<file path="config.mk">
export PLATFORM = sky130hd
export DESIGN_NAME = cid_fsk_tx
export DESIGN_NICKNAME = d
export VERILOG_FILES = /design/src/rtl/cid_fsk_pkg.sv /design/src/rtl/cid_fsk_regs.sv /design/src/rtl/cid_fsk_serializer.sv /design/src/rtl/cid_fsk_nco.sv /design/src/rtl/cid_fsk_tx.sv
export SDC_FILE = /design/constraint.sdc
export NUM_CORES = 1
export LEC_CHECK = 0
export BUFFER_PORTS_ARGS = -buffer_cell sky130_fd_sc_hd__buf_2
export CELL_PAD_IN_SITES_DETAIL_PLACEMENT = 0
export CELL_PAD_IN_SITES_GLOBAL_PLACEMENT = 1
export CORE_ASPECT_RATIO = 1.2
export CORE_UTILIZATION = 35
export CTS_CLUSTER_SIZE = 12
export DETAILED_ROUTE_END_ITERATION = 7
export PLACE_DENSITY = 0.73
export SLEW_MARGIN = 20
export SYNTH_ARGS = -nofsm -noshare
export SYNTH_HDL_FRONTEND = slang
export SYNTH_SLANG_ARGS = --single-unit
export TNS_END_PERCENT = 100
</file>
<file path="constraint.sdc">
create_clock -name clk -period 11.4 [get_ports clk]
set_input_delay 0.57 -clock clk [delete_from_list [all_inputs] [get_ports clk]]
set_output_delay 0.57 -clock clk [all_outputs]
set_load 0.02 [all_outputs]
</file>
<file path="src/rtl/cid_fsk_pkg.sv">
// Shared definitions for the FSK caller-ID serializer.
// Assumes a host bus with an eight-entry register space.
package cid_fsk_pkg;

    localparam int ADDR_W = 3;

    // Host register addresses; the bench and the host depend on these values.
    typedef enum logic [ADDR_W-1:0] {
        REG_DATA    = 3'd0,
        REG_MODE    = 3'd1,
        REG_BITTIME = 3'd2,
        REG_FSPACE  = 3'd3,
        REG_FMARK   = 3'd4,
        REG_ASPACE  = 3'd5,
        REG_AMARK   = 3'd6,
        REG_STATUS  = 3'd7
    } reg_addr_e;

    // Bit positions in the status clear word.
    localparam int CLR_IRQ_BIT = 0;
    localparam int CLR_UDR_BIT = 1;

endpackage

</file>
<file path="src/rtl/cid_fsk_regs.sv">
// Host register file: holding byte, mode, bit period, tone settings and
// the sticky interrupt and underrun flags.
// Assumes one write per cycle. A data write in the same cycle as a load keeps
// the holding register full with the new byte.
module cid_fsk_regs
    import cid_fsk_pkg::*;
#(
    parameter int DATA_W  = 8,
    parameter int REG_W   = 16,
    parameter int TIMER_W = 16,
    parameter int IGN_LSB = 3
) (
    input  logic               clk,
    input  logic               rst_n,
    input  logic               wr_en_i,
    input  logic [ADDR_W-1:0]  wr_addr_i,
    input  logic [REG_W-1:0]   wr_data_i,
    input  logic               load_i,
    input  logic               underrun_set_i,
    output logic               hold_full_o,
    output logic [DATA_W-1:0]  hold_byte_o,
    output logic               raw8_o,
    output logic [TIMER_W-1:0] bit_time_o,
    output logic [REG_W-1:0]   f_space_o,
    output logic [REG_W-1:0]   f_mark_o,
    output logic [REG_W-1:0]   a_space_o,
    output logic [REG_W-1:0]   a_mark_o,
    output logic               irq_o,
    output logic               underrun_o
);

    localparam logic [REG_W-1:0] SIG_MASK = {{(REG_W-IGN_LSB){1'b1}}, {IGN_LSB{1'b0}}};

    logic wr_data_sel;
    logic wr_status_sel;

    // Decode the two writes that interact with the serializer.
    always_comb begin
        wr_data_sel   = wr_en_i && (wr_addr_i == REG_DATA);
        wr_status_sel = wr_en_i && (wr_addr_i == REG_STATUS);
    end

    // Holding register: filled by a host write, emptied by the serializer.
    always_ff @(posedge clk) begin
        if (!rst_n) begin
            hold_full_o <= 1'b0;
            hold_byte_o <= '0;
        end else if (wr_data_sel) begin
            hold_full_o <= 1'b1;
            hold_byte_o <= wr_data_i[DATA_W-1:0];
        end else if (load_i) begin
            hold_full_o <= 1'b0;
        end
    end

    // Configuration registers; insignificant low bits are stored as zero.
    always_ff @(posedge clk) begin
        if (!rst_n) begin
            raw8_o     <= 1'b0;
            bit_time_o <= '0;
            f_space_o  <= '0;
            f_mark_o   <= '0;
            a_space_o  <= '0;
            a_mark_o   <= '0;
        end else if (wr_en_i) begin
            case (wr_addr_i)
                REG_MODE:    raw8_o     <= wr_data_i[0];
                REG_BITTIME: bit_time_o <= TIMER_W'(wr_data_i);
                REG_FSPACE:  f_space_o  <= wr_data_i & SIG_MASK;
                REG_FMARK:   f_mark_o   <= wr_data_i & SIG_MASK;
                REG_ASPACE:  a_space_o  <= wr_data_i & SIG_MASK;
                REG_AMARK:   a_mark_o   <= wr_data_i & SIG_MASK;
                default:     ;
            endcase
        end
    end

    // Interrupt flag: set on each load, cleared by write-one; set wins.
    always_ff @(posedge clk) begin
        if (!rst_n) begin
            irq_o <= 1'b0;
        end else if (load_i) begin
            irq_o <= 1'b1;
        end else if (wr_status_sel && wr_data_i[CLR_IRQ_BIT]) begin
            irq_o <= 1'b0;
        end
    end

    // Underrun flag: set when a character ends unfed, cleared by write-one.
    always_ff @(posedge clk) begin
        if (!rst_n) begin
            underrun_o <= 1'b0;
        end else if (underrun_set_i) begin
            underrun_o <= 1'b1;
        end else if (wr_status_sel && wr_data_i[CLR_UDR_BIT]) begin
            underrun_o <= 1'b0;
        end
    end

endmodule

</file>
<file path="src/rtl/cid_fsk_serializer.sv">
// Character serializer with a tick-driven bit timer.
// Framed mode sends 0, data LSB first, then 1; raw mode sends the data only.
// Assumes the holding register clears itself on load_o. The mode is latched
// per character, and a zero bit period stops transmission at once.
module cid_fsk_serializer #(
    parameter int DATA_W  = 8,
    parameter int TIMER_W = 16
) (
    input  logic               clk,
    input  logic               rst_n,
    input  logic               tick_i,
    input  logic [TIMER_W-1:0] bit_time_i,
    input  logic               raw8_i,
    input  logic               hold_full_i,
    input  logic [DATA_W-1:0]  hold_byte_i,
    output logic               load_o,
    output logic               underrun_o,
    output logic               line_bit_o
);

    localparam int FRAME_LEN = DATA_W + 2;
    localparam int RAW_LEN   = DATA_W;
    localparam int IDX_W     = $clog2(FRAME_LEN);
    localparam logic [IDX_W-1:0] FRAME_LAST = IDX_W'(FRAME_LEN - 1);
    localparam logic [IDX_W-1:0] RAW_LAST   = IDX_W'(RAW_LEN - 1);
    localparam logic [TIMER_W-1:0] TIMER_ONE = TIMER_W'(1);

    logic               running_q;
    logic               raw_q;
    logic [IDX_W-1:0]   bidx_q;
    logic [TIMER_W-1:0] tcnt_q;
    logic [DATA_W-1:0]  shreg_q;

    logic             enabled;
    logic             bit_end;
    logic             char_end;
    logic             shift_now;
    logic [IDX_W-1:0] last_idx;

    // Timing decisions for the current cycle.
    always_comb begin
        enabled   = (bit_time_i != '0);
        last_idx  = raw_q ? RAW_LAST : FRAME_LAST;
        bit_end   = enabled && (tcnt_q >= (bit_time_i - TIMER_ONE));
        char_end  = running_q && tick_i && bit_end && (bidx_q == last_idx);
        shift_now = raw_q || ((bidx_q != '0) && (bidx_q != FRAME_LAST));
        load_o    = hold_full_i && enabled && tick_i && (!running_q || char_end);
        underrun_o = char_end && !hold_full_i;
    end

    // Line level: mark when idle, otherwise the framing or data bit.
    always_comb begin
        if (!running_q) begin
            line_bit_o = 1'b1;
        end else if (raw_q) begin
            line_bit_o = shreg_q[0];
        end else if (bidx_q == '0) begin
            line_bit_o = 1'b0;
        end else if (bidx_q == FRAME_LAST) begin
            line_bit_o = 1'b1;
        end else begin
            line_bit_o = shreg_q[0];
        end
    end

    // Character state: stop, load, advance the bit timer and the index.
    always_ff @(posedge clk) begin
        if (!rst_n) begin
            running_q <= 1'b0;
            raw_q     <= 1'b0;
            bidx_q    <= '0;
            tcnt_q    <= '0;
            shreg_q   <= '0;
        end else if (running_q && !enabled) begin
            running_q <= 1'b0;
            bidx_q    <= '0;
            tcnt_q    <= '0;
        end else if (load_o) begin
            running_q <= 1'b1;
            raw_q     <= raw8_i;
            bidx_q    <= '0;
            tcnt_q    <= '0;
            shreg_q   <= hold_byte_i;
        end else if (running_q && tick_i) begin
            if (bit_end) begin
                tcnt_q <= '0;
                if (shift_now) begin
                    shreg_q <= shreg_q >> 1;
                end
                if (char_end) begin
                    running_q <= 1'b0;
                    bidx_q    <= '0;
                end else begin
                    bidx_q <= bidx_q + 1'b1;
                end
            end else begin
                tcnt_q <= tcnt_q + TIMER_ONE;
            end
        end
    end

endmodule

</file>
<file path="src/rtl/cid_fsk_nco.sv">
// Continuous-phase tone source: a phase accumulator stepped once per tick by
// the frequency that the line bit selects, and a quarter-wave sine table
// scaled by the selected amplitude.
// Assumes a 16-entry quarter table and SAMPLE_W of 16. The phase is never
// cleared except by reset.
module cid_fsk_nco #(
    parameter int PHASE_W  = 16,
    parameter int AMP_W    = 16,
    parameter int SAMPLE_W = 16
) (
    input  logic                       clk,
    input  logic                       rst_n,
    input  logic                       tick_i,
    input  logic                       line_bit_i,
    input  logic [PHASE_W-1:0]         f_space_i,
    input  logic [PHASE_W-1:0]         f_mark_i,
    input  logic [AMP_W-1:0]           a_space_i,
    input  logic [AMP_W-1:0]           a_mark_i,
    output logic [PHASE_W-1:0]         phase_o,
    output logic signed [SAMPLE_W-1:0] sample_o
);

    localparam int LUT_BITS = 4;
    localparam int MAG_W    = SAMPLE_W - 1;
    localparam int PROD_W   = MAG_W + AMP_W;

    logic [LUT_BITS-1:0]        lut_idx;
    logic [MAG_W-1:0]           sine_mag;
    logic [AMP_W-1:0]           amp_sel;
    logic [PROD_W-1:0]          prod;
    logic [MAG_W-1:0]           mag;
    logic signed [SAMPLE_W-1:0] mag_s;

    // Quarter-wave sine at cell centres, full scale 32767.
    function automatic logic [MAG_W-1:0] quarter_sine(input logic [LUT_BITS-1:0] i);
        case (i)
            4'd0:  quarter_sine = MAG_W'(1608);
            4'd1:  quarter_sine = MAG_W'(4808);
            4'd2:  quarter_sine = MAG_W'(7962);
            4'd3:  quarter_sine = MAG_W'(11039);
            4'd4:  quarter_sine = MAG_W'(14010);
            4'd5:  quarter_sine = MAG_W'(16846);
            4'd6:  quarter_sine = MAG_W'(19519);
            4'd7:  quarter_sine = MAG_W'(22005);
            4'd8:  quarter_sine = MAG_W'(24279);
            4'd9:  quarter_sine = MAG_W'(26319);
            4'd10: quarter_sine = MAG_W'(28106);
            4'd11: quarter_sine = MAG_W'(29621);
            4'd12: quarter_sine = MAG_W'(30852);
            4'd13: quarter_sine = MAG_W'(31785);
            4'd14: quarter_sine = MAG_W'(32412);
            default: quarter_sine = MAG_W'(32728);
        endcase
    endfunction

    // Phase accumulator: one step per tick, no reset on a bit change.
    always_ff @(posedge clk) begin
        if (!rst_n) begin
            phase_o <= '0;
        end else if (tick_i) begin
            phase_o <= phase_o + (line_bit_i ? f_mark_i : f_space_i);
        end
    end

    // Sample: fold the phase into the quarter table, scale it, apply the sign.
    always_comb begin
        lut_idx  = phase_o[PHASE_W-3 -: LUT_BITS];
        if (phase_o[PHASE_W-2]) begin
            lut_idx = ~lut_idx;
        end
        sine_mag = quarter_sine(lut_idx);
        amp_sel  = line_bit_i ? a_mark_i : a_space_i;
        prod     = PROD_W'(sine_mag) * PROD_W'(amp_sel);
        mag      = MAG_W'(prod >> AMP_W);
        mag_s    = {1'b0, mag};
        sample_o = phase_o[PHASE_W-1] ? -mag_s : mag_s;
    end

endmodule

</file>
<file path="src/rtl/cid_fsk_tx.sv">
// Top level of the FSK caller-ID serializer: the register file feeds the
// serializer, whose line bit steers the continuous-phase tone source.
// Assumes tick_i is a one-cycle pulse at the sample rate.
module cid_fsk_tx
    import cid_fsk_pkg::*;
#(
    parameter int DATA_W   = 8,
    parameter int REG_W    = 16,
    parameter int TIMER_W  = 16,
    parameter int IGN_LSB  = 3,
    parameter int SAMPLE_W = 16
) (
    input  logic                       clk,
    input  logic                       rst_n,
    input  logic                       tick_i,
    input  logic                       wr_en_i,
    input  logic [ADDR_W-1:0]          wr_addr_i,
    input  logic [REG_W-1:0]           wr_data_i,
    output logic                       line_bit_o,
    output logic                       irq_o,
    output logic                       underrun_o,
    output logic [REG_W-1:0]           phase_o,
    output logic signed [SAMPLE_W-1:0] sample_o
);

    logic               load;
    logic               underrun_set;
    logic               hold_full;
    logic [DATA_W-1:0]  hold_byte;
    logic               raw8;
    logic [TIMER_W-1:0] bit_time;
    logic [REG_W-1:0]   f_space;
    logic [REG_W-1:0]   f_mark;
    logic [REG_W-1:0]   a_space;
    logic [REG_W-1:0]   a_mark;

    cid_fsk_regs #(
        .DATA_W (DATA_W),
        .REG_W  (REG_W),
        .TIMER_W(TIMER_W),
        .IGN_LSB(IGN_LSB)
    ) u_regs (
        .clk           (clk),
        .rst_n         (rst_n),
        .wr_en_i       (wr_en_i),
        .wr_addr_i     (wr_addr_i),
        .wr_data_i     (wr_data_i),
        .load_i        (load),
        .underrun_set_i(underrun_set),
        .hold_full_o   (hold_full),
        .hold_byte_o   (hold_byte),
        .raw8_o        (raw8),
        .bit_time_o    (bit_time),
        .f_space_o     (f_space),
        .f_mark_o      (f_mark),
        .a_space_o     (a_space),
        .a_mark_o      (a_mark),
        .irq_o         (irq_o),
        .underrun_o    (underrun_o)
    );

    cid_fsk_serializer #(
        .DATA_W (DATA_W),
        .TIMER_W(TIMER_W)
    ) u_ser (
        .clk        (clk),
        .rst_n      (rst_n),
        .tick_i     (tick_i),
        .bit_time_i (bit_time),
        .raw8_i     (raw8),
        .hold_full_i(hold_full),
        .hold_byte_i(hold_byte),
        .load_o     (load),
        .underrun_o (underrun_set),
        .line_bit_o (line_bit_o)
    );

    cid_fsk_nco #(
        .PHASE_W (REG_W),
        .AMP_W   (REG_W),
        .SAMPLE_W(SAMPLE_W)
    ) u_nco (
        .clk       (clk),
        .rst_n     (rst_n),
        .tick_i    (tick_i),
        .line_bit_i(line_bit_o),
        .f_space_i (f_space),
        .f_mark_i  (f_mark),
        .a_space_i (a_space),
        .a_mark_i  (a_mark),
        .phase_o   (phase_o),
        .sample_o  (sample_o)
    );

endmodule

</file>
Word-level counts from Yosys, hierarchy flattened
Memory sizes are Yosys's and may differ from the RTL's. Index checks and enable logic that the tools add are counted.

Add/subtract/negate cells: 5. Multipliers: 1. Div/mod/pow operators: 0. $lt $le $gt $ge: 1. Equality and inequality tests: 10. Shift operators: 0. Multiplexer cells: 25. Bitwise logic cells: 3. Reduce and logical (&&, ||, !) cells: 42.

Operators by type and width (number): 16-bit two-way mux (4); 8-bit two-way mux (4); 15-bit by 16-bit multiplier with 31-bit output (1); 16-bit by 1-bit adder with 16-bit output, second input constant (1); 16-bit adder (1); 16-bit >= comparator (1); 15-bit negator with 16-bit output (1); 2-bit AND reduction (8); 16-bit nonzero test (1); 16-bit by 1-bit subtractor with 16-bit output, second input constant (1); 1-bit logical AND (14); 1-bit two-way mux (14); 2-bit nonzero test (7); 3-bit == test, second input constant (4); 4-bit two-way mux (3); 3-bit by 2-bit == test with 1-bit output, second input constant (2); 4-bit by 1-bit adder with 4-bit output, second input constant (1); 4-bit == test (1); 4-bit == test, second input constant (1); 4-bit logical NOT (1); 4-bit inequality test, second input constant (1); 4-bit inverter (1); 4-bit AND reduction (1); 4-bit nonzero test (1); 8 further kinds (12).

Register bits: 126. Bits in latches: 0. Memory bits (writable): 0. ROM bits: 240. Output and inout bits: 35. Logic and storage cells: 104. Memories kept: 1.

Memories: (no name shown) (depth 16, bits a word 15, read ports 1, clocked after Yosys merged registers in 0, write ports 0, line cid_fsk_nco.sv:36) `case (i)`.

Logic depth before layout (Yosys ltp)
Gate-level depths: netlist (run 1).

Word-level depth: 9. Gate-level depth with buffers: 35. Gate-level depth less buffers: 31.

Hierarchy
From an unflattened synthesis (run 1), not the netlist that was laid out.

Cell total of the unflattened synthesis: 1811. Area total of the unflattened synthesis: 15584.9 um^2.

By module, submodules not included: cid_fsk_nco (instances 1, cells an instance 1246, area an instance 10292.4 um^2); cid_fsk_regs (instances 1, cells an instance 301, area an instance 3054.2 um^2); cid_fsk_serializer (instances 1, cells an instance 264, area an instance 2238.4 um^2).

Worst setup path before layout (run 1)
No wires, ideal clock.

Path type: reg-to-output. From: reg u_ser.bidx_q[1]. To: out sample_o[14]. Arrival: 8.753 ns. Data required time: 10.830 ns. Path slack: 2.077 ns. Stages on the path, launching flop included: 30. Buffers on the path: 2. Cells stage by stage: dfxtp_1 inv_1 ha_1 nor3b_1 o21a_1 nor2_1 clkbuf_1 mux2i_1 nor2_1 fa_1 inv_1 fa_1 inv_1 fa_1 fa_1 fa_1 inv_1 fa_1 inv_1 ha_1 a21o_1 a21o_1 a41oi_1 a21boi_2 or3_1 a2111o_1 or2_1 buf_6 o41ai_4 xor2_1.

Word-level cells in the longest chain between the ends: 9. Elaborated cells between the ends (all ways): 10.

RTL lines: start: declaration (line cid_fsk_serializer.sv:30) `logic [IDX_W-1:0] bidx_q;`; start signal: assignment (line cid_fsk_serializer.sv:94) `bidx_q <= bidx_q + 1'b1;`; 4-bit == test (line cid_fsk_serializer.sv:59) `end else if (bidx_q == FRAME_LAST) begin`; 1-bit two-way mux (line cid_fsk_serializer.sv:59); 1-bit two-way mux (*) (line cid_fsk_serializer.sv:57) `end else if (bidx_q == '0) begin`; 1-bit two-way mux (*) (line cid_fsk_serializer.sv:55) `end else if (raw_q) begin`; 1-bit two-way mux (*) (line cid_fsk_serializer.sv:53) `if (!running_q) begin`; 16-bit two-way mux (*) (line cid_fsk_nco.sv:72) `amp_sel = line_bit_i ? a_mark_i : a_space_i;`; 15-bit by 16-bit multiplier with 31-bit output (*) (line cid_fsk_nco.sv:73) `prod = PROD_W'(sine_mag) * PROD_W'(amp_sel);`; 15-bit negator with 16-bit output (line cid_fsk_nco.sv:76) `sample_o = phase_o[PHASE_W-1] ? -mag_s : mag_s;`; 16-bit two-way mux (*) (line cid_fsk_nco.sv:76); end: declaration (line cid_fsk_tx.sv:23) `output logic signed [SAMPLE_W-1:0] sample_o`.

Mark *: on every way between the ends. The rest lies on a longest branch, timed or not.

Final worst setup path (run 1)
From: reg u_nco.phase_o[14]. To: out sample_o[14].

Word-level cells in the longest chain between the ends: 5.

RTL lines: start: declaration (line cid_fsk_nco.sv:19) `output logic [PHASE_W-1:0] phase_o,`; start signal: assignment (line cid_fsk_nco.sv:61) `phase_o <= phase_o + (line_bit_i ? f_mark_i : f_space_i);`; 4-bit two-way mux (*) (line cid_fsk_nco.sv:68) `if (phase_o[PHASE_W-2]) begin`; memory 16 x 15 bit (*); 15-bit by 16-bit multiplier with 31-bit output (*) (line cid_fsk_nco.sv:73); 15-bit negator with 16-bit output (line cid_fsk_nco.sv:76); 16-bit two-way mux (*) (line cid_fsk_nco.sv:76).

Marked as above.

==> metrics, run 1 <==
status completed; Synth Area in Simple Gates 0.193; Die H approximately 220 um; unrepaired setup endpoints after global routing no; starting density of the core 0.355; Leakage Power 0.00676 uW; CTS buffer count 17; delay-heaviest family, CP adder cells; routed vias about 11000; Adder-Cell Fraction of Synth Area 0.334; r2r setup slk 6.09 ns; area grow syn2layout 10.1%; cell row count between 70 and 80; Final Worst Setup Slack between 1 and 1.5 ns; DR top layer met4; post-synthesis compound-gate area fraction 0.121; IO Pins 58; clock sink total 123; post-synthesis instance area about 13000 sq um; post-synth cell types 68; main combinational cell family by area after synthesis adder cells; Total Wirelength roughly 35000 um; drt drc 0; WP data arrival between 9 and 10 ns; CP bufs+invs 3; worst skew pair latency 0.42 ns; Mapped Avg Cell Area approximately 8.1 sq um; wl on met1 ~16000 um; worst slew pin tran 1.09 ns; routed length on met2 around 17000 um; reg2reg end u_nco.phase_o[15]; final period utilization 0.894; path type of the worst min-delay path primary input to flip-flop; Root Buffer clkbuf_16; mux contribution to synthesized area 0.0455; asr flop ratio synth 0; Ys Warns 0; peak supply drop approximately 0.00011 V; WL per Instance 16.1 um; 1st-iter DRT viols around 470; setup TNS 0 ns; EDFF count, synth 0; post-DP HPWL around 28000 um; Min-Delay Path Depth 3; Setup WS pre-CTS roughly 1.6 ns; fmax between 90 and 100 MHz; most frequent cells in the layout 281 x nand2_1, 195 x inv_1, 181 x nor2_1; commonest non-fill, non-tap cell in the layout nand2_1; Clock transition at path regs about 0.060 ns; initial antenna violation count 0; placed cell area 14100 sq um; Syn Inst Count between 1500 and 2000; R2R cell count 20; met3 wire length between 1000 and 1500 um; Max Cap Violations 0; slowest CP cell dfxtp_1; Routability Congestion 0.881; crit path max fanout 16; crit-path max cell delay 0.73 ns; Critical Path Stages 25; Clock H-tree levels 4; XOR/XNOR Fraction of Synth Area 0.0472; largest net degree at the start of global routing 78; Hold Path Origin wr_data_i[2]; first-pass GRT wire length between 50000 and 60000 um; vias in the first global route approximately 11000; total global-route track usage 0.181; grt ovf 0; Top FF cell, synth dfxtp_1; CTS resizes 0; hold_buf cts 0; DR pass1 iterations 5; Worst Skew between 0.007 and 0.008 ns; Core Util, Final 0.390; final std cell area, no fill roughly 15000 sq um; Setup Buffers After CTS 0; normalized max-slew margin 0.250; Vias/cell approximately 5.0; clk buf depth 2; Ant. Diodes 0; fin nets a little under 2000; post-synthesis sequential area ratio 0.184; fraction of layout cells with a size suffix above 1 0.0845; Hold EP u_regs.bit_time_o[2]; Seq cells post-synth between 100 and 150; Critical Path End Type output port; Worst setup SP type flip-flop; # setup viols final 0; CP dominant cell by count fa_1; DIE AREA approximately 39000 sq um; Die W 180 um; min Tclk post-route approximately 10 ns; Fillers roughly 4000; reg-to-reg critical path startpoint u_ser.bidx_q[0]; ANT nets after route 0; port bufs 54; Max Slew Vio Count 0; Crit Path Category flip-flop to output port; Worst EP required ~11 ns; area of the core roughly 38000 sq um; final hold vios 0; CTS tree yes; Power per Cell Area a little over 80 nW/um^2
==> worst max path at each step <==
| stage | startpoint | end | slack (ns) |
|---|---|---|---|
| finish | u_nco.phase_o[14] | sample_o[14] | 1.21 |
| global route | u_ser.bidx_q[0] | sample_o[14] | 0.64 |
| global placement | u_nco.phase_o[14] | sample_o[14] | 1.72 |
| floorplan | u_ser.bidx_q[1] | sample_o[14] | 2.08 |
| detailed placement | u_nco.phase_o[14] | sample_o[14] | 1.55 |
| CTS | u_nco.phase_o[14] | sample_o[14] | 1.07 |
==> final cells by class <==
type	count	area, sq um	share of cell area
multi-input cells	1267	9940	0.676
flip-flops and latches	123	2460	0.167
inverters	196	736	0.0500
well taps	480	601	0.0409
clock buffers	18	429	0.0292
repair buffers	63	338	0.0230
clock inverters	14	195	0.0133
==> through the flow <==
step,total power (uW),std cells,hold slack [ns]
3_3_place_gp,644,2129,0.440
2_1_floorplan,592,1648,0.432
5_1_grt,1270,2161,0.414
6_report,1210,2161,0.408
3_5_place_dp,647,2129,0.445
4_1_cts,1220,2161,0.399
==> routing by layer <==
| layer | vias up | GRT usage |
|---|---|---|
| li1 | 5411 | - |
| met4 | 0 | 0.0630 |
| met2 | 204 | 0.318 |
| met3 | 55 | 0.0218 |
| met5 | - | 0 |
| met1 | 5181 | 0.227 |
==> Yosys cell counts, types with 10 or more instances <==
cell,instances,area [sq um]
nor2_1,182,683
nand2_1,281,1050
nand4_1,12,75.1
ha_1,131,1640
a21oi_1,135,676
a21o_1,19,143
inv_1,195,732
and2_1,19,119
mux2i_1,30,300
nand3_1,22,110
mux2_2,24,270
clkbuf_1,54,203
xor2_1,25,219
nand2b_1,17,106
xnor2_1,47,412
or2_2,10,62.6
fa_1,141,2820
o21ai_0,34,170
nor3_1,18,90.1
dfxtp_1,123,2460
==> registers in the layout, indices dropped and copies added (netlist names) <==
name and count:
u_regs.raw8_o 1, u_ser.running_q 1, u_regs.f_space_o 13, u_regs.bit_time_o 16, u_ser.bidx_q 4, u_regs.f_mark_o 13, u_regs.hold_full_o 1, u_regs.irq_o 1
u_nco.phase_o 13, u_regs.underrun_o 1, u_ser.shreg_q 8, u_regs.a_space_o 13, u_ser.tcnt_q 16, u_regs.a_mark_o 13, u_regs.hold_byte_o 8, u_ser.raw_q 1
==> where the power goes <==
part / switching, uW / internal (uW)
logic: 128 / 65.7
clock network: 209 / 366
registers: 6.33 / 437
total: 343 / 869
==> tightest hold or removal path, stage by stage <==
cell     delay [ns]
buf_2          0.11
nand2_1        0.05
a21oi_1        0.05
==> logic make-up (layout without fill, tap and decap cells) <==
family,Yosys count,in the layout
simple gates,602,602
other cells,1,3
mux,56,56
xor+xnor,72,72
buf+inv,258,291
fa+ha+maj,272,272
compound gates,262,262
flops,123,123
Note: power is estimated with default switching activity, not from simulation.
==> run 2: changes to the inputs <==
--- a/config.mk
+++ b/config.mk
@@ -9,10 +9,10 @@
 export CELL_PAD_IN_SITES_DETAIL_PLACEMENT = 0
 export CELL_PAD_IN_SITES_GLOBAL_PLACEMENT = 1
 export CORE_ASPECT_RATIO = 1.2
-export CORE_UTILIZATION = 35
+export CORE_UTILIZATION = 49
 export CTS_CLUSTER_SIZE = 12
 export DETAILED_ROUTE_END_ITERATION = 7
-export PLACE_DENSITY = 0.73
+export PLACE_DENSITY = 0.93
 export SLEW_MARGIN = 20
 export SYNTH_ARGS = -nofsm -noshare
 export SYNTH_HDL_FRONTEND = slang
==> metrics, run 2 (same netlist as run 1, synthesis figures left out) <==
Crit Path Category flip-flop to output port; drt drc 3; fraction of layout cells with a size suffix above 1 0.0848; hold_buf cts 0; fin cells between 2000 and 2500; clock sink total 123; Routability Congestion 0.963; min Tclk post-route 10.18 ns; Root Buffer clkbuf_16; failing checks design-rule violations; biggest regs u_regs.bit_time_o x16, u_ser.tcnt_q x16; largest net degree at the start of global routing 64; Sw Ratio 0.297; DIE AREA between 20000 and 30000 sq um; CTS tree yes; Setup WS pre-CTS 1.69 ns; crit-path max cell delay approximately 0.74 ns; delay-heaviest family, CP adder cells; CP dominant cell by count fa_1; CTS resizes 0; WP data arrival 9.61 ns; Hold Path Origin wr_data_i[2]; Leakage Power ~0.0067 uW; routed vias roughly 11000; Final Worst Setup Slack between 1 and 1.5 ns; area grow syn2layout 8.27%; vias in the first global route 11193; Clock H-tree levels 4; P_int between 800 and 900 uW; fin nets between 1500 and 2000; CP bufs+invs 4; Die W approximately 150 um; normalized max-slew margin 0.321; worst slew pin tran around 0.99 ns; Net Switching 338 uW; 1st-iter DRT viols ~700; ANT nets after route 0; placed cell area around 14000 sq um; final period utilization 0.893; Fillers around 2500; CTS buffer count 17; setup TNS 0 ns; Critical Path End Type output port; area of the multi-input gates between 9000 and 10000 sq um; IO Pins between 50 and 60; Ant. Diodes 0; final std cell area, no fill 14500 sq um; Setup Buffers After CTS 0; status finished with violations; DR pass1 iterations 7; clk buf depth 2; total global-route track usage 0.243; Max Cap Violations 0; starting density of the core 0.504; WL per Instance 16.2 um; Comb power frac 0.170; post-DP HPWL roughly 26000 um; # setup viols final 0; fmax a little under 100 MHz; area of the core about 27000 sq um; Reg power frac 0.389; grt ovf 0; crit path max fanout 16; Worst setup SP type flip-flop; initial antenna violation count 0; crit path launch u_nco.phase_o[14]; path type of the worst min-delay path primary input to flip-flop; cell row count 65; reg-to-reg critical path startpoint u_ser.bidx_q[0]; worst skew pair latency ~0.42 ns; Total Wirelength 32700 um; peak supply drop ~0.00011 V; Core Util, Final 0.545; most frequent cells in the layout 281 x nand2_1, 195 x inv_1, 181 x nor2_1; Worst Skew just over 0.008 ns; Die H 183 um; slowest CP cell dfxtp_1; Clock transition at path regs roughly 0.060 ns; Vias/cell around 5.5; Max Slew Vio Count 0; Clock Power Share 0.441; Inst Count DP around 2000; commonest non-fill, non-tap cell in the layout nand2_1; Worst EP required around 11 ns; first-pass GRT wire length between 50000 and 60000 um; port bufs between 50 and 60; unrepaired setup endpoints after global routing no; Power per Cell Area just under 80 nW/um^2; final hold vios 0; register area 2460 sq um
run 2: worst reg2reg max path, stage by stage, from the launching register on:
cell and delay [ns]:
dfxtp_1 0.36, inv_1 0.11, ha_1 0.17, nor3b_1 0.24, o21ai_1 0.17, nor2_4 0.64, buf_4 0.37, mux2_2 0.37
ha_1 0.21, fa_1 0.40, a21o_1 0.18, a21oi_1 0.24, o21bai_1 0.09, a21oi_1 0.25, nor2b_1 0.08, o21a_1 0.19
o31a_1 0.26, o41ai_1 0.35, mux2i_1 0.26, xnor2_1 0.13, nor2_1 0.05
run 2: power by group through the flow:
stage / clock (uW) / combinational [uW] / sequential [uW]
after global routing: 525 / 216 / 445
final: 503 / 193 / 444
after floorplan: 0 / 140 / 452
after global placement: 0 / 189 / 453
after detailed placement: 0 / 193 / 453
after CTS: 507 / 194 / 444
run 2: per-stage QoR:
stage	hold WS (ns)	total power [uW]
finish	0.422	1140
global route	0.419	1190
CTS	0.411	1140
detailed placement	0.445	646
global placement	0.440	641
floorplan	0.432	592
run 2: path summary, 6_finish.rpt:
path | endpoint | slack (ns) | depth (start not counted)
max | sample_o[14] | 1.22 | 26
min | u_regs.bit_time_o[2] | 0.42 | 3
max reg2reg | u_nco.phase_o[15] | 6.12 | 20
min reg2reg | u_regs.hold_byte_o[4] | 0.45 | 2
run 2: area by class of cell:
| class | count | area share |
|---|---|---|
| Clock buffer | 17 | 0.0294 |
| Sequential cell | 123 | 0.170 |
| Tap cell | 335 | 0.0290 |
| Clock inverter | 15 | 0.00883 |
| Timing Repair Buffer | 68 | 0.0260 |
| Multi-Input combinational cell | 1267 | 0.686 |
| Inverter | 196 | 0.0509 |
run 2: per-layer routing:
layer  GRT usage  share of wire
met1       0.298           0.43
met2       0.449           0.51
met3      0.0291          0.044
met4      0.0626          0.015
met5           0              0
==> run 3: changes to the inputs <==
--- a/config.mk
+++ b/config.mk
@@ -9,12 +9,13 @@
 export CELL_PAD_IN_SITES_DETAIL_PLACEMENT = 0
 export CELL_PAD_IN_SITES_GLOBAL_PLACEMENT = 1
 export CORE_ASPECT_RATIO = 1.2
-export CORE_UTILIZATION = 49
+export CORE_UTILIZATION = 45
 export CTS_CLUSTER_SIZE = 12
 export DETAILED_ROUTE_END_ITERATION = 7
-export PLACE_DENSITY = 0.93
+export PLACE_DENSITY = 0.89
 export SLEW_MARGIN = 20
 export SYNTH_ARGS = -nofsm -noshare
 export SYNTH_HDL_FRONTEND = slang
+export SYNTH_HIERARCHICAL = 1
 export SYNTH_SLANG_ARGS = --single-unit
 export TNS_END_PERCENT = 100
==> constraint.sdc (replaced) <==
create_clock -name clk -period 9.35 [get_ports clk]
set_input_delay 0.4675 -clock clk [delete_from_list [all_inputs] [get_ports clk]]
set_output_delay 0.4675 -clock clk [all_outputs]
set_load 0.02 [all_outputs]
==> metrics, run 3 <==
P_int around 1100 uW; reg-to-reg critical path startpoint u_regs/bit_time_o[9]; Vias/cell around 5.5; top cells by count, synth 254 x nand2_1, 240 x inv_1, 190 x nor2_1; area grow syn2layout 11.6%; starting density of the core 0.457; Synth top area share 0.231; hold_buf cts 0; delay-heaviest family, CP adder cells; Worst setup SP type flip-flop; failing checks max-slew violations; clock sink total about 130; post-synth cell types 92; largest net degree at the start of global routing 75; Mapped Avg Cell Area about 8.6 sq um; area of the core 34100 sq um; drt drc 0; port bufs 57; most frequent cell after synthesis nand2_1; Power per Cell Area between 90 and 100 nW/um^2; Worst EP required about 9 ns; crit path max fanout 14; largest area contributor in the netlist fa_1; routed vias approximately 13000; post-synthesis instance area between 15000 and 20000 sq um; DR pass1 iterations 6; Ys Warns 6; final hold vios 0; Critical Path Stages 32; worst skew pair latency 0.42 ns; Worst Skew approximately 0.0068 ns; biggest regs u_nco/phase_o x16, u_regs/bit_time_o x16, u_ser/tcnt_q x16; most frequent cells in the layout 253 x nand2_1, 239 x inv_1, 189 x nor2_1; Ant. Diodes 0; DIE AREA 35400 sq um; min Tclk post-route roughly 9 ns; asr flop ratio synth 0; normalized max-slew margin -0.0438; # setup viols final 0; Die W about 170 um; Core Util, Final 0.511; slowest CP cell fa_1; Routability Congestion 0.946; CTS tree yes; fin nets 2215; peak supply drop between 0.00009 and 0.0001 V; Top FF cell, synth dfxtp_1; Die H around 210 um; Total Wirelength 39900 um; commonest non-fill, non-tap cell in the layout nand2_1; CP bufs+invs 9; final period utilization 0.966; status finished with violations; R2R cell count 13; vias in the first global route approximately 13000; r2r setup slk roughly 5 ns; placed cell area 16400 sq um; Root Buffer clkbuf_16; initial antenna violation count 0; post-DP HPWL around 31000 um; synth top area cells fa_1 23%, dfxtp_1 16%, ha_1 11%, mux2i_1 7.0%, nand2_1 6.1%; post-synthesis sequential area ratio 0.162; Syn Inst Count 1811; Max Slew Vio Count 16; Critical path destination sample_o[15]; fmax around 110 MHz; grt ovf 0; Clock Power Share 0.392; first-pass GRT wire length around 64000 um; cell row count 74; final std cell area, no fill 17400 sq um; WL per Instance about 17 um; Clock transition at path regs 0.06 ns; total global-route track usage 0.230; clk buf depth 2; fraction of layout cells with a size suffix above 1 0.134; 1st-iter DRT viols 635; crit path launch u_nco/phase_o[14]; path type of the worst min-delay path primary input to flip-flop; Comb power frac 0.278; Reg power frac 0.330; Sw Ratio 0.330; Fillers 3299; Max Cap Violations 0; CP dominant cell by count fa_1; IO Pins 58; WP data arrival ~8.6 ns; Critical Path End Type output port; Leakage Power 0.00848 uW; Net Switching between 500 and 600 uW; Clock H-tree levels 4; EDFF count, synth 0; ANT nets after route 0; crit-path max cell delay about 0.54 ns; reg2reg end u_regs/hold_full_o; Seq cells post-synth approximately 130; Crit Path Category flip-flop to output port; area of the multi-input gates 12000 sq um; setup TNS 0 ns; CTS buffer count 17; register area 2530 sq um; worst slew pin tran around 1.5 ns
==> run 3: changes by cell type after synthesis, moves of 21 or more <==
| cell | previous run | this run |
|---|---|---|
| a21oi_1 | 135 | 54 |
| fa_1 | 141 | 180 |
| clkbuf_1 | 54 | 33 |
| mux2i_1 | 30 | 109 |
| nand2_1 | 281 | 254 |
| nor3_1 | 18 | 43 |
| inv_1 | 195 | 240 |
==> run 3: metrics by stage <==
step	setup WS [ns]	hold slack, ns	instances	total power (uW)
3_3_place_gp	0.477	0.443	2301	996
5_1_grt	-0.0558	0.251	2343	1780
6_report	0.314	0.252	2343	1690
4_1_cts	0.0156	0.238	2335	1670
3_5_place_dp	0.316	0.453	2301	1000
2_1_floorplan	0.0400	0.429	1822	890
==> run 3: worst min path at each step <==
| stage | from | end | slack [ns] | cells after the start |
|---|---|---|---|---|
| after CTS | wr_data_i[0] | u_regs/irq_o | 0.24 | 2 |
| after global placement | u_regs/f_mark_o[13] | u_regs/f_mark_o[13] | 0.44 | 2 |
| after floorplan | u_regs/raw8_o | u_regs/raw8_o | 0.43 | 2 |
| after detailed placement | u_regs/f_space_o[7] | u_regs/f_space_o[7] | 0.45 | 2 |
| after global routing | wr_data_i[0] | u_regs/irq_o | 0.25 | 2 |
| final | wr_data_i[0] | u_regs/irq_o | 0.25 | 2 |
==> run 3: layout make-up <==
class | count | share of cell area
Tap cell | 456 | 0.0328
Multi-Input combinational cell | 1375 | 0.690
Inverter | 243 | 0.0524
Clock inverter | 12 | 0.00791
Timing Repair Buffer | 111 | 0.0448
Sequential cell | 126 | 0.145
Clock buffer | 20 | 0.0262
==> run 3: power groups by stage <==
stage	Clock, uW	Sequential (uW)	Combinational, uW
2_1_floorplan	0	570	320
3_3_place_gp	0	569	426
3_5_place_dp	0	570	433
4_1_cts	675	558	439
5_1_grt	694	560	523
6_report	663	559	469
==> run 3: layer usage <==
metal / up-vias / track usage / share of wire
li1: 6026 / - / -
met1: 6283 / 0.270 / 0.40
met2: 381 / 0.417 / 0.50
met3: 108 / 0.0262 / 0.047
met4: 0 / 0.104 / 0.044
met5: - / 0 / 0
==> run 3: what timing repair did <==
action | 4_1_cts | 5_1_grt
endpoints found under the setup margin | 5 | 12
buffers inserted | 2 | 7
gates cloned | 0 | 1
resized for setup | 5 | 56
pin swaps | 0 | 8
==> run 3: cells by family after synthesis <==
group,count (synthesis),share of synthesized area
AOI/OAI and AO/OA,205,0.0901
xor gates and xnor gates,70,0.0393
adders and majority gates,318,0.342
buffers and inverters,321,0.0865
DFF,126,0.162
muxes,143,0.0967
other,1,0.000241
and+or+nand+nor,627,0.183
